### config.mk
export PLATFORM = sky130hd
export DESIGN_NAME = lkm_top
export DESIGN_NICKNAME = d
export VERILOG_FILES = /design/src/rtl/lkm_pkg.sv /design/src/rtl/lkm_blkmap.sv /design/src/rtl/lkm_cfgseq.sv /design/src/rtl/lkm_bank.sv /design/src/rtl/lkm_top.sv
export SDC_FILE = /design/constraint.sdc
export NUM_CORES = 1
export LEC_CHECK = 0
export ABC_AREA = 1
export BUFFER_PORTS_ARGS = -buffer_cell sky130_fd_sc_hd__buf_4
export CORE_AREA = 8 8 195 197
export DETAILED_ROUTE_END_ITERATION = 6
export DIE_AREA = 0 0 203 205
export PLACE_DENSITY = 0.72
export SYNTH_ARGS = -nofsm -noshare
export SYNTH_HDL_FRONTEND = slang
export SYNTH_SLANG_ARGS = --single-unit
### constraint.sdc
create_clock -name clk -period 3.07 [get_ports clk]
set_input_delay 0.1535 -clock clk [delete_from_list [all_inputs] [get_ports clk]]
set_output_delay 0.1535 -clock clk [all_outputs]
set_load 0.02 [all_outputs]
### src/rtl/lkm_pkg.sv
package lkm_pkg;

  localparam logic [7:0] CODE_SETUP  = 8'h60;
  localparam logic [7:0] CODE_LOCK   = 8'h01;
  localparam logic [7:0] CODE_UNLOCK = 8'hD0;
  localparam logic [7:0] CODE_DOWN   = 8'h2F;

  typedef enum logic [1:0] {OP_NONE, OP_LOCK, OP_UNLOCK, OP_DOWN} cfg_op_e;

  // bit 1 = locked-down, bit 0 = locked
  typedef struct packed {
    logic down;
    logic locked;
  } prot_t;

  localparam prot_t PROT_RESET = '{down: 1'b0, locked: 1'b1};

  function automatic cfg_op_e decode_confirm(logic [7:0] code);
    case (code)
      CODE_LOCK:   return OP_LOCK;
      CODE_UNLOCK: return OP_UNLOCK;
      CODE_DOWN:   return OP_DOWN;
      default:     return OP_NONE;
    endcase
  endfunction

  function automatic prot_t prot_next(prot_t cur, cfg_op_e op, logic wp_n);
    prot_t nxt;
    nxt = cur;
    case (op)
      OP_LOCK:   nxt.locked = 1'b1;
      OP_DOWN:   begin nxt.locked = 1'b1; nxt.down = 1'b1; end
      OP_UNLOCK: if (!(cur.down && !wp_n)) nxt.locked = 1'b0;
      default:   ;
    endcase
    return nxt;
  endfunction

endpackage

### src/rtl/lkm_blkmap.sv
module lkm_blkmap #(
  parameter int ADDR_W      = 22,
  parameter int MAIN_SHIFT  = 15,
  parameter int PARAM_SHIFT = 12,
  parameter int IDX_W       = 8
) (
  input  logic [ADDR_W-1:0] addr,
  output logic [IDX_W-1:0]  idx
);
  localparam int NUM_MAIN = (1 << (ADDR_W - MAIN_SHIFT)) - 1;

  function automatic logic [IDX_W-1:0] blk_of(logic [ADDR_W-1:0] a);
    logic [ADDR_W-MAIN_SHIFT-1:0]     hi;
    logic [MAIN_SHIFT-PARAM_SHIFT-1:0] sub;
    hi  = a[ADDR_W-1:MAIN_SHIFT];
    sub = a[MAIN_SHIFT-1:PARAM_SHIFT];
    if (&hi) return IDX_W'(NUM_MAIN) + IDX_W'(sub);
    return IDX_W'(hi);
  endfunction

  logic unused_lo;
  assign unused_lo = ^addr[PARAM_SHIFT-1:0];
  assign idx = blk_of(addr);
endmodule

### src/rtl/lkm_cfgseq.sv
module lkm_cfgseq
  import lkm_pkg::*;
(
  input  logic       clk,
  input  logic       rst_n,
  input  logic       cmd_we,
  input  logic [7:0] cmd_data,
  output cfg_op_e    op,
  output logic       bad_cfg
);
  logic armed_q;
  logic confirm;

  assign confirm = cmd_we && armed_q;
  assign op      = confirm ? decode_confirm(cmd_data) : OP_NONE;
  assign bad_cfg = confirm && (decode_confirm(cmd_data) == OP_NONE);

  always_ff @(posedge clk or negedge rst_n) begin
    if (!rst_n)       armed_q <= 1'b0;
    else if (cmd_we)  armed_q <= !armed_q && (cmd_data == CODE_SETUP);
  end
endmodule

### src/rtl/lkm_bank.sv
module lkm_bank
  import lkm_pkg::*;
#(
  parameter int NUM_BLK = 135,
  parameter int IDX_W   = 8
) (
  input  logic             clk,
  input  logic             rst_n,
  input  logic             wp_n,
  input  cfg_op_e          op,
  input  logic [IDX_W-1:0] op_idx,
  input  logic [IDX_W-1:0] st_idx,
  input  logic [IDX_W-1:0] pe_idx,
  output prot_t            cmd_cur,
  output prot_t            upd_flags,
  output prot_t            st_cur,
  output prot_t            pe_cur
);
  prot_t cells [NUM_BLK];

  assign cmd_cur   = cells[op_idx];
  assign st_cur    = cells[st_idx];
  assign pe_cur    = cells[pe_idx];
  assign upd_flags = prot_next(cmd_cur, op, wp_n);

  for (genvar g = 0; g < NUM_BLK; g++) begin : g_blk
    prot_t cell_q;
    always_ff @(posedge clk or negedge rst_n) begin
      if (!rst_n) cell_q <= PROT_RESET;
      else if (op != OP_NONE && op_idx == IDX_W'(g)) cell_q <= upd_flags;
    end
    assign cells[g] = cell_q;
  end
endmodule

### src/rtl/lkm_top.sv
module lkm_top
  import lkm_pkg::*;
#(
  parameter int ADDR_W      = 22,
  parameter int MAIN_SHIFT  = 15,
  parameter int PARAM_SHIFT = 12
) (
  input  logic              clk,
  input  logic              rst_n,
  input  logic              wp_n,
  input  logic              cmd_we,
  input  logic [ADDR_W-1:0] cmd_addr,
  input  logic [7:0]        cmd_data,
  output logic              seq_err,
  input  logic [ADDR_W-1:0] st_addr,
  output logic [1:0]        st_flags,
  input  logic              pe_req,
  input  logic [ADDR_W-1:0] pe_addr,
  output logic              pe_grant,
  output logic              pe_deny
);
  localparam int NUM_MAIN  = (1 << (ADDR_W - MAIN_SHIFT)) - 1;
  localparam int NUM_PARAM = 1 << (MAIN_SHIFT - PARAM_SHIFT);
  localparam int NUM_BLK   = NUM_MAIN + NUM_PARAM;
  localparam int IDX_W     = $clog2(NUM_BLK);

  logic [IDX_W-1:0] cmd_idx, st_idx, pe_idx;
  cfg_op_e          op;
  logic             bad_cfg;
  prot_t            cmd_cur, upd_flags, st_cur, pe_cur;

  lkm_blkmap #(.ADDR_W(ADDR_W), .MAIN_SHIFT(MAIN_SHIFT), .PARAM_SHIFT(PARAM_SHIFT), .IDX_W(IDX_W))
    u_map_cmd (.addr(cmd_addr), .idx(cmd_idx));
  lkm_blkmap #(.ADDR_W(ADDR_W), .MAIN_SHIFT(MAIN_SHIFT), .PARAM_SHIFT(PARAM_SHIFT), .IDX_W(IDX_W))
    u_map_st (.addr(st_addr), .idx(st_idx));
  lkm_blkmap #(.ADDR_W(ADDR_W), .MAIN_SHIFT(MAIN_SHIFT), .PARAM_SHIFT(PARAM_SHIFT), .IDX_W(IDX_W))
    u_map_pe (.addr(pe_addr), .idx(pe_idx));

  lkm_cfgseq u_seq (
    .clk(clk), .rst_n(rst_n), .cmd_we(cmd_we), .cmd_data(cmd_data),
    .op(op), .bad_cfg(bad_cfg)
  );

  lkm_bank #(.NUM_BLK(NUM_BLK), .IDX_W(IDX_W)) u_bank (
    .clk(clk), .rst_n(rst_n), .wp_n(wp_n), .op(op), .op_idx(cmd_idx),
    .st_idx(st_idx), .pe_idx(pe_idx), .cmd_cur(cmd_cur), .upd_flags(upd_flags),
    .st_cur(st_cur), .pe_cur(pe_cur)
  );

  assign st_flags = st_cur;

  always_ff @(posedge clk or negedge rst_n) begin
    if (!rst_n) begin
      seq_err  <= 1'b0;
      pe_grant <= 1'b0;
      pe_deny  <= 1'b0;
    end else begin
      seq_err  <= bad_cfg;
      pe_grant <= pe_req && !pe_cur.locked;
      pe_deny  <= pe_req &&  pe_cur.locked;
    end
  end
endmodule

==> metrics.yaml, run 1 <==
outcome:
  run_status: "finished, violations left"
  violations: "design-rule violations"
synthesis:
  syn_area_um2: 18910
  yosysSeqAreaShare: 0.3716
  synth_nets: 3024
  synth_area_leaders: "nand2_1, dfstp_2, dfrtp_1"
  ys_seq_elements: 274
  synth_warnings: 0
  synth_cells: 2939
  synth_top_area_cell: "nand2_1"
  synth_area_per_cell_um2: 6.434
  ys_types: 38
  synth_top_area_frac: 0.2166
sta:
  finalHoldViolations: 0
  period_minus_slack_ns: 2.940
  finalSetupViolCount: 0
  tightest_slew_ns: 0.8580
  slew-limit-headroom: 0.4280
  fin_worst_skew_ns: 0.02300
  fmax_ghz: 0.3401
  period_share: 0.9577
  report.final.slew_viol_count: 0
  setup_ws_ns: 0.1297
  rsz0062_at_grt: "no"
pwr:
  seqPwrFrac: 0.383
  p_sw_frac: 0.2987
  p_int_mw: 6.649
  total_power_mw: 9.480
  power_density_nw_per_um2: 436.1
  vdd_ir_drop_max_v: 0.0003817
  p_comb_frac: 0.175
  clockPowerShare: 0.443
  p_sw_mw: 2.832
  p_leak_nw: 10.06
global_route:
  grt_overflow: 0
  grt_pass1_wl_um: 111500
  grt_usage: 0.3419
  grt_max_degree: 89
  antenna_found_initial: 0
  grt_pass1_vias: 19870
die:
  core-area_um2: 34960
  dieArea_um2: 41620
  die_y_um: 205
  boundaryPins: 84
  initial_utilization: 0.5408
  std_cell_rows: 69
  die_x_um: 203
critical_path:
  crit_start: "st_addr[12]"
  regToRegStartpoint: "u_seq.armed_q"
  cp-end-kind: "output port"
  arrival_ns: 2.79
  critPathLaunchType: "input pin"
  crit_fanout: 46
  cp.required_ns: 2.92
  critPathKind: "in -> out"
  r2r_cells: 9
routing:
  ant_nets: 0
  routed_via_density: 6.051
  wire_per_inst_um: 20.82
  dr.pass1.iters: 7
  routed_wl_um: 72130
  vias: 20970
  drtIter0Drc: 2734
  drcViolationCount: 1
clock_tree:
  cts_tree: "built"
  insertion_delay_ns: 0.56
  clk_path_buf_depth: 3
  cts_htree_levels: 2
  cts_buffers: 34
  cts.sinks: 274
  cts.clk_slew.worst_paths_ns: 0.06
  root_buffer: "clkbuf_16"
hold_path:
  min_from: "cmd_data[6]"
  holdPathStages: 5
  hp-class: "in -> reg"
placed_design:
  pre_cts_slack_ns: -0.06857
  port_buffers: 47
  gp_congestion: 1.077
  dp_hpwl_um: 46790
final_layout:
  final_core_util: 0.6218
  drive_gt1_frac: 0.1365
  final_nets: 3063
  syn2layout_area_growth_pct: 14.98
job:
  maxCapViolCount: 0
sequential cells by signal (all words and copies together) (netlist names):
name	count
pe_deny	1
u_bank.cells	270
u_seq.armed_q	1
seq_err	1
pe_grant	1
final cells by class:
class / count / area [um^2]
fill: 3174 / 13220
sequential: 274 / 7025
clock inverter: 6 / 90.09
antenna: 1 / 2.502
timing repair buffer: 171 / 1807
inverter: 336 / 1266
multi-input combinational: 2161 / 9922
tap: 461 / 576.8
clock buffer: 55 / 1051
layer usage:
metal,global-route usage,share of wire
met1,0.4456,0.38
met2,0.5110,0.42
met4,0.1932,0.057
met3,0.08966,0.13
met5,0,0
critical path, cell delays in order:
cell and delay [ns]:
buf_4 0.08, inv_1 0.04, ha_1 0.29, nand3_1 0.10, nand2_2 0.29, inv_2 0.19, buf_12 0.29, o21ai_0 0.17
o221ai_1 0.22, nand3_1 0.19, nand3_1 0.19, nand3_1 0.09, nand3_1 0.08, nand3_1 0.12, nand2_1 0.11, buf_4 0.14
cells in the final DEF, fill, tap and decap left out, types with 12 or more instances in the layout:
cell type / n
nand2_1: 1089
inv_1: 319
nand3_1: 312
o211ai_1: 162
nor2_1: 153
o21ai_0: 148
nor3_1: 140
dfrtp_1: 139
dfstp_2: 135
buf_4: 124
a21oi_1: 67
buf_12: 40
clkbuf_16: 35
or2_2: 29
o22ai_1: 12
metrics by stage:
step	instance area (um^2)	cells	hold WS, ns	setup TNS, ns
5_1_grt	21740	3464	0.07810	0
3_5_place_dp	20540	3397	0.1032	-0.7653
2_1_floorplan	18910	2939	-0.1421	0
6_report	21740	3465	0.02151	0
4_1_cts	21740	3464	0.007620	0
3_3_place_gp	20540	3397	0.1021	-0.03381
cell families after synthesis:
kind of cell / Yosys count / share of synthesized area
AND/OR/NAND/NOR: 1744 / 0.3835
adder cells (fa/ha/maj): 6 / 0.003970
AO/OA/AOI/OAI: 411 / 0.1338
buffers and inverters: 504 / 0.1071
flip-flops: 274 / 0.3716
power groups by stage:
stage | registers, mW | logic, mW | clock network (mW)
floorplan | 3.69 | 0.849 | 0
global placement | 3.69 | 1.57 | 0
detailed placement | 3.69 | 1.59 | 0
CTS | 3.63 | 1.60 | 4.22
global route | 3.63 | 1.74 | 4.35
finish | 3.63 | 1.66 | 4.20
cell usage after synthesis, drive strengths merged:
library cell,number
nor3,140
nand2,1098
o31ai,2
nor4,1
a21oi,67
ha,6
o2111ai,1
dfstp,135
nand3,313
o21bai,2
nand3b,1
or2,29
clkbuf,98
dfrtp,139
nand4,3
and3,1
inv,327
o21ai,156
o211ai,162
a22oi,2
nor2,158
a31oi,2
buf,70
o221ai,4
o22ai,13
clkinv,9
worst paths after layout:
kind / endpoint / slack (ns)
setup / recovery: st_flags[1] / 0.13
hold / removal: u_seq.armed_q / 0.02
setup reg to reg: u_bank.cells[24] / 0.42
hold reg to reg: u_bank.cells[70] / 0.47
max in group asynchronous: u_bank.cells[48] / 2.02
min in group asynchronous: u_bank.cells[239] / 0.12
timing repair:
action / 4_1_cts / 5_1_grt
resized for setup: 0 / 0
setup endpoints to repair: 0 / 0
hold buffers: 6 / 0
buffers inserted: 0 / 0
endpoints found under the hold margin: 66 / 0
Note: power is estimated with default switching activity, not from simulation.
==> inputs of run 2 (changes only) <==
- SETUP_SLACK_MARGIN: default -> 0.3
==> run 2 against run 1 <==
  * Critical path type unchanged
  * Utilization increased by 0.28 points
  * Final area grew 0.44%
  * Highest routed layer unchanged
  * Clock skew decreased by 0.0014 ns
  * Routed wire length increased by 0.49%
  * Fmax is 7.9% higher
  * The run now ends clean
  * Critical path depth unchanged
  * Power increased by 0.19%
  * Sequential power hardly changed
  * Count of clock-buffer cells in the layout stayed put
  * Setup slack gained 0.21 ns
  * Combinational power about the same
==> metrics.yaml, run 2 (synthesized netlist as in run 1, its figures left out) <==
pwr:
  p_sw_frac: 0.2990  # +0.0003143
  p_comb_frac: 0.176  # about the same
  total_power_mw: 9.498  # +0.19%
  p_leak_nw: 10.11  # +0.45%
  vdd_ir_drop_max_v: 0.0003796  # -0.53%
  p_sw_mw: 2.840  # +0.29%
  seqPwrFrac: 0.382  # about the same
  power_density_nw_per_um2: 435.0  # -0.25%
  clockPowerShare: 0.442  # about the same
  p_int_mw: 6.658  # +0.14%
sta:
  finalSetupViolCount: 0  # unchanged
  finalHoldViolations: 0  # unchanged
  fin_worst_skew_ns: 0.02159  # -0.001406 ns
  report.final.slew_viol_count: 0  # unchanged
  period_share: 0.8880  # -0.06971
  rsz0062_at_grt: "no"
  finalSetupTns_ns: 0  # unchanged
  tightest_slew_ns: 0.8614  # +0.003344 ns
  fmax_ghz: 0.3668  # +7.9%
  slew-limit-headroom: 0.4257  # -0.002229
  period_minus_slack_ns: 2.726  # -0.2140 ns
final_layout:
  final_nets: 3069  # +0.20%
  largest_reg_flops: 270  # unchanged
  nFillCells: 3172  # -0.063%
  syn2layout_area_growth_pct: 15.49
  drive_gt1_frac: 0.1389  # +0.002386
  final_common_cell: "nand2_1"
  layout_common_cells: "nand2_1, inv_1, nand3_1, o211ai_1, nor2_1"
placed_design:
  gp_congestion: 1.077  # unchanged
  port_buffers: 47  # unchanged
  dp_hpwl_um: 46790  # unchanged
clock_tree:
  cts_tree: "built"
  clk_path_buf_depth: 3  # unchanged
  cts_buffers: 34  # unchanged
  insertion_delay_ns: 0.56  # about the same
  root_buffer: "clkbuf_16"
  cts_htree_levels: 2  # unchanged
  cts.clk_slew.worst_paths_ns: 0.06  # about the same
  cts.sinks: 274  # unchanged
die:
  die_y_um: 205  # unchanged
  boundaryPins: 84  # unchanged
  core-area_um2: 34960  # unchanged
  dieArea_um2: 41620  # unchanged
  die_x_um: 203  # unchanged
  initial_utilization: 0.5408  # unchanged
  std_cell_rows: 69  # unchanged
hold_path:
  hp-class: "in -> reg"
  min_from: "cmd_data[6]"
global_route:
  grt_pass1_vias: 19870  # unchanged
  grt_overflow: 0  # unchanged
  grt_max_degree: 89  # unchanged
  antenna_found_initial: 0  # unchanged
  grt_usage: 0.3419  # about the same
  grt_pass1_wl_um: 111600  # about the same
critical_path:
  critPathKind: "in -> out"
  critPathLaunchType: "input pin"
  regToRegStartpoint: "u_seq.armed_q"
  cp.required_ns: 2.92  # about the same
  cp-end-kind: "output port"
  crit_fanout: 46  # unchanged
  arrival_ns: 2.57  # -0.22 ns
  crit_start: "st_addr[12]"
outcome:
  run_status: "completed"
routing:
  drcViolationCount: 0  # -1
  drtIter0Drc: 2937  # +7.4%
  ant_nets: 0  # unchanged
  dr.pass1.iters: 6  # -1
  vias: 21020  # +0.23%
  routed_via_density: 6.054  # about the same
  wire_per_inst_um: 20.88  # +0.31%
  routed_wl_um: 72480  # +0.49%
job:
  maxCapViolCount: 0  # unchanged
==> run 2: worst paths after layout <==
kind                       cells after the start  slack, ns                 to
max reg2reg                                    9       0.44   u_bank.cells[24]
max in group asynchronous                      3       2.04   u_bank.cells[54]
min                                            5       0.02      u_seq.armed_q
max                                           16       0.34        st_flags[1]
min in group asynchronous                      2       0.11  u_bank.cells[249]
min reg2reg                                    2       0.47   u_bank.cells[70]
==> run 2: timing repair <==
action                                 in CTS  in global routing
buffers inserted                            0                  5
hold buffers                                6                  0
setup endpoints to repair                   1                176
pin swaps                                   0                  2
gates cloned                                0                  1
resized for setup                           1                  7
endpoints found under the hold margin      66                  0
==> run 2: per-layer routing <==
metal  GRT usage  wire length (um)  vias to the layer above
li1            -                 -                     9592
met1      0.4457             27990                     9676
met2      0.5110             30650                     1465
met3     0.08966              9581                      282
met4      0.1932              4245                        0
met5           0                 0                        -
==> run 2: power by group through the flow <==
| stage | sequential [mW] | combinational, mW | clock [mW] |
|---|---|---|---|
| after floorplan | 3.69 | 0.849 | 0 |
| after global placement | 3.69 | 1.57 | 0 |
| after detailed placement | 3.69 | 1.59 | 0 |
| after CTS | 3.63 | 1.60 | 4.22 |
| after global routing | 3.63 | 1.76 | 4.35 |
| final | 3.63 | 1.67 | 4.20 |
==> run 2: cell type report <==
| class | count | area (um^2) | area share |
|---|---|---|---|
| multi-input cells | 2161 | 9943 | 0.4553 |
| flip-flops and latches | 274 | 7025 | 0.3217 |
| repair buffers | 177 | 1877 | 0.08595 |
| inverters | 336 | 1271 | 0.05821 |
| clock buffers | 55 | 1051 | 0.04813 |
| well taps | 461 | 576.8 | 0.02641 |
| clock inverters | 6 | 90.09 | 0.004125 |
| diodes | 1 | 2.502 | 0.0001146 |
==> run 2: worst max-delay path, cell delays in order <==
cell	delay [ns]
buf_4	0.08
inv_1	0.05
ha_1	0.29
nand3_1	0.13
nand2_4	0.12
inv_2	0.10
buf_12	0.28
o21ai_0	0.17
o221ai_1	0.23
nand3_1	0.19
nand3_1	0.20
nand3_1	0.10
nand3_1	0.08
nand3_1	0.12
nand2_1	0.11
buf_4	0.14
==> run 2: stage by stage <==
stage / util / hold WS [ns] / instances / setup WS [ns] / instance area, um^2
final: 0.6245 / 0.02046 / 3471 / 0.3438 / 21840
after global routing: 0.6245 / 0.07810 / 3470 / 0.2930 / 21830
after CTS: 0.6219 / 0.007620 / 3464 / 0.3543 / 21740
after detailed placement: 0.5874 / 0.1032 / 3397 / -0.06857 / 20540
after global placement: 0.5874 / 0.1021 / 3397 / -0.01114 / 20540
after floorplan: - / -0.1421 / 2939 / 0.6141 / 18910
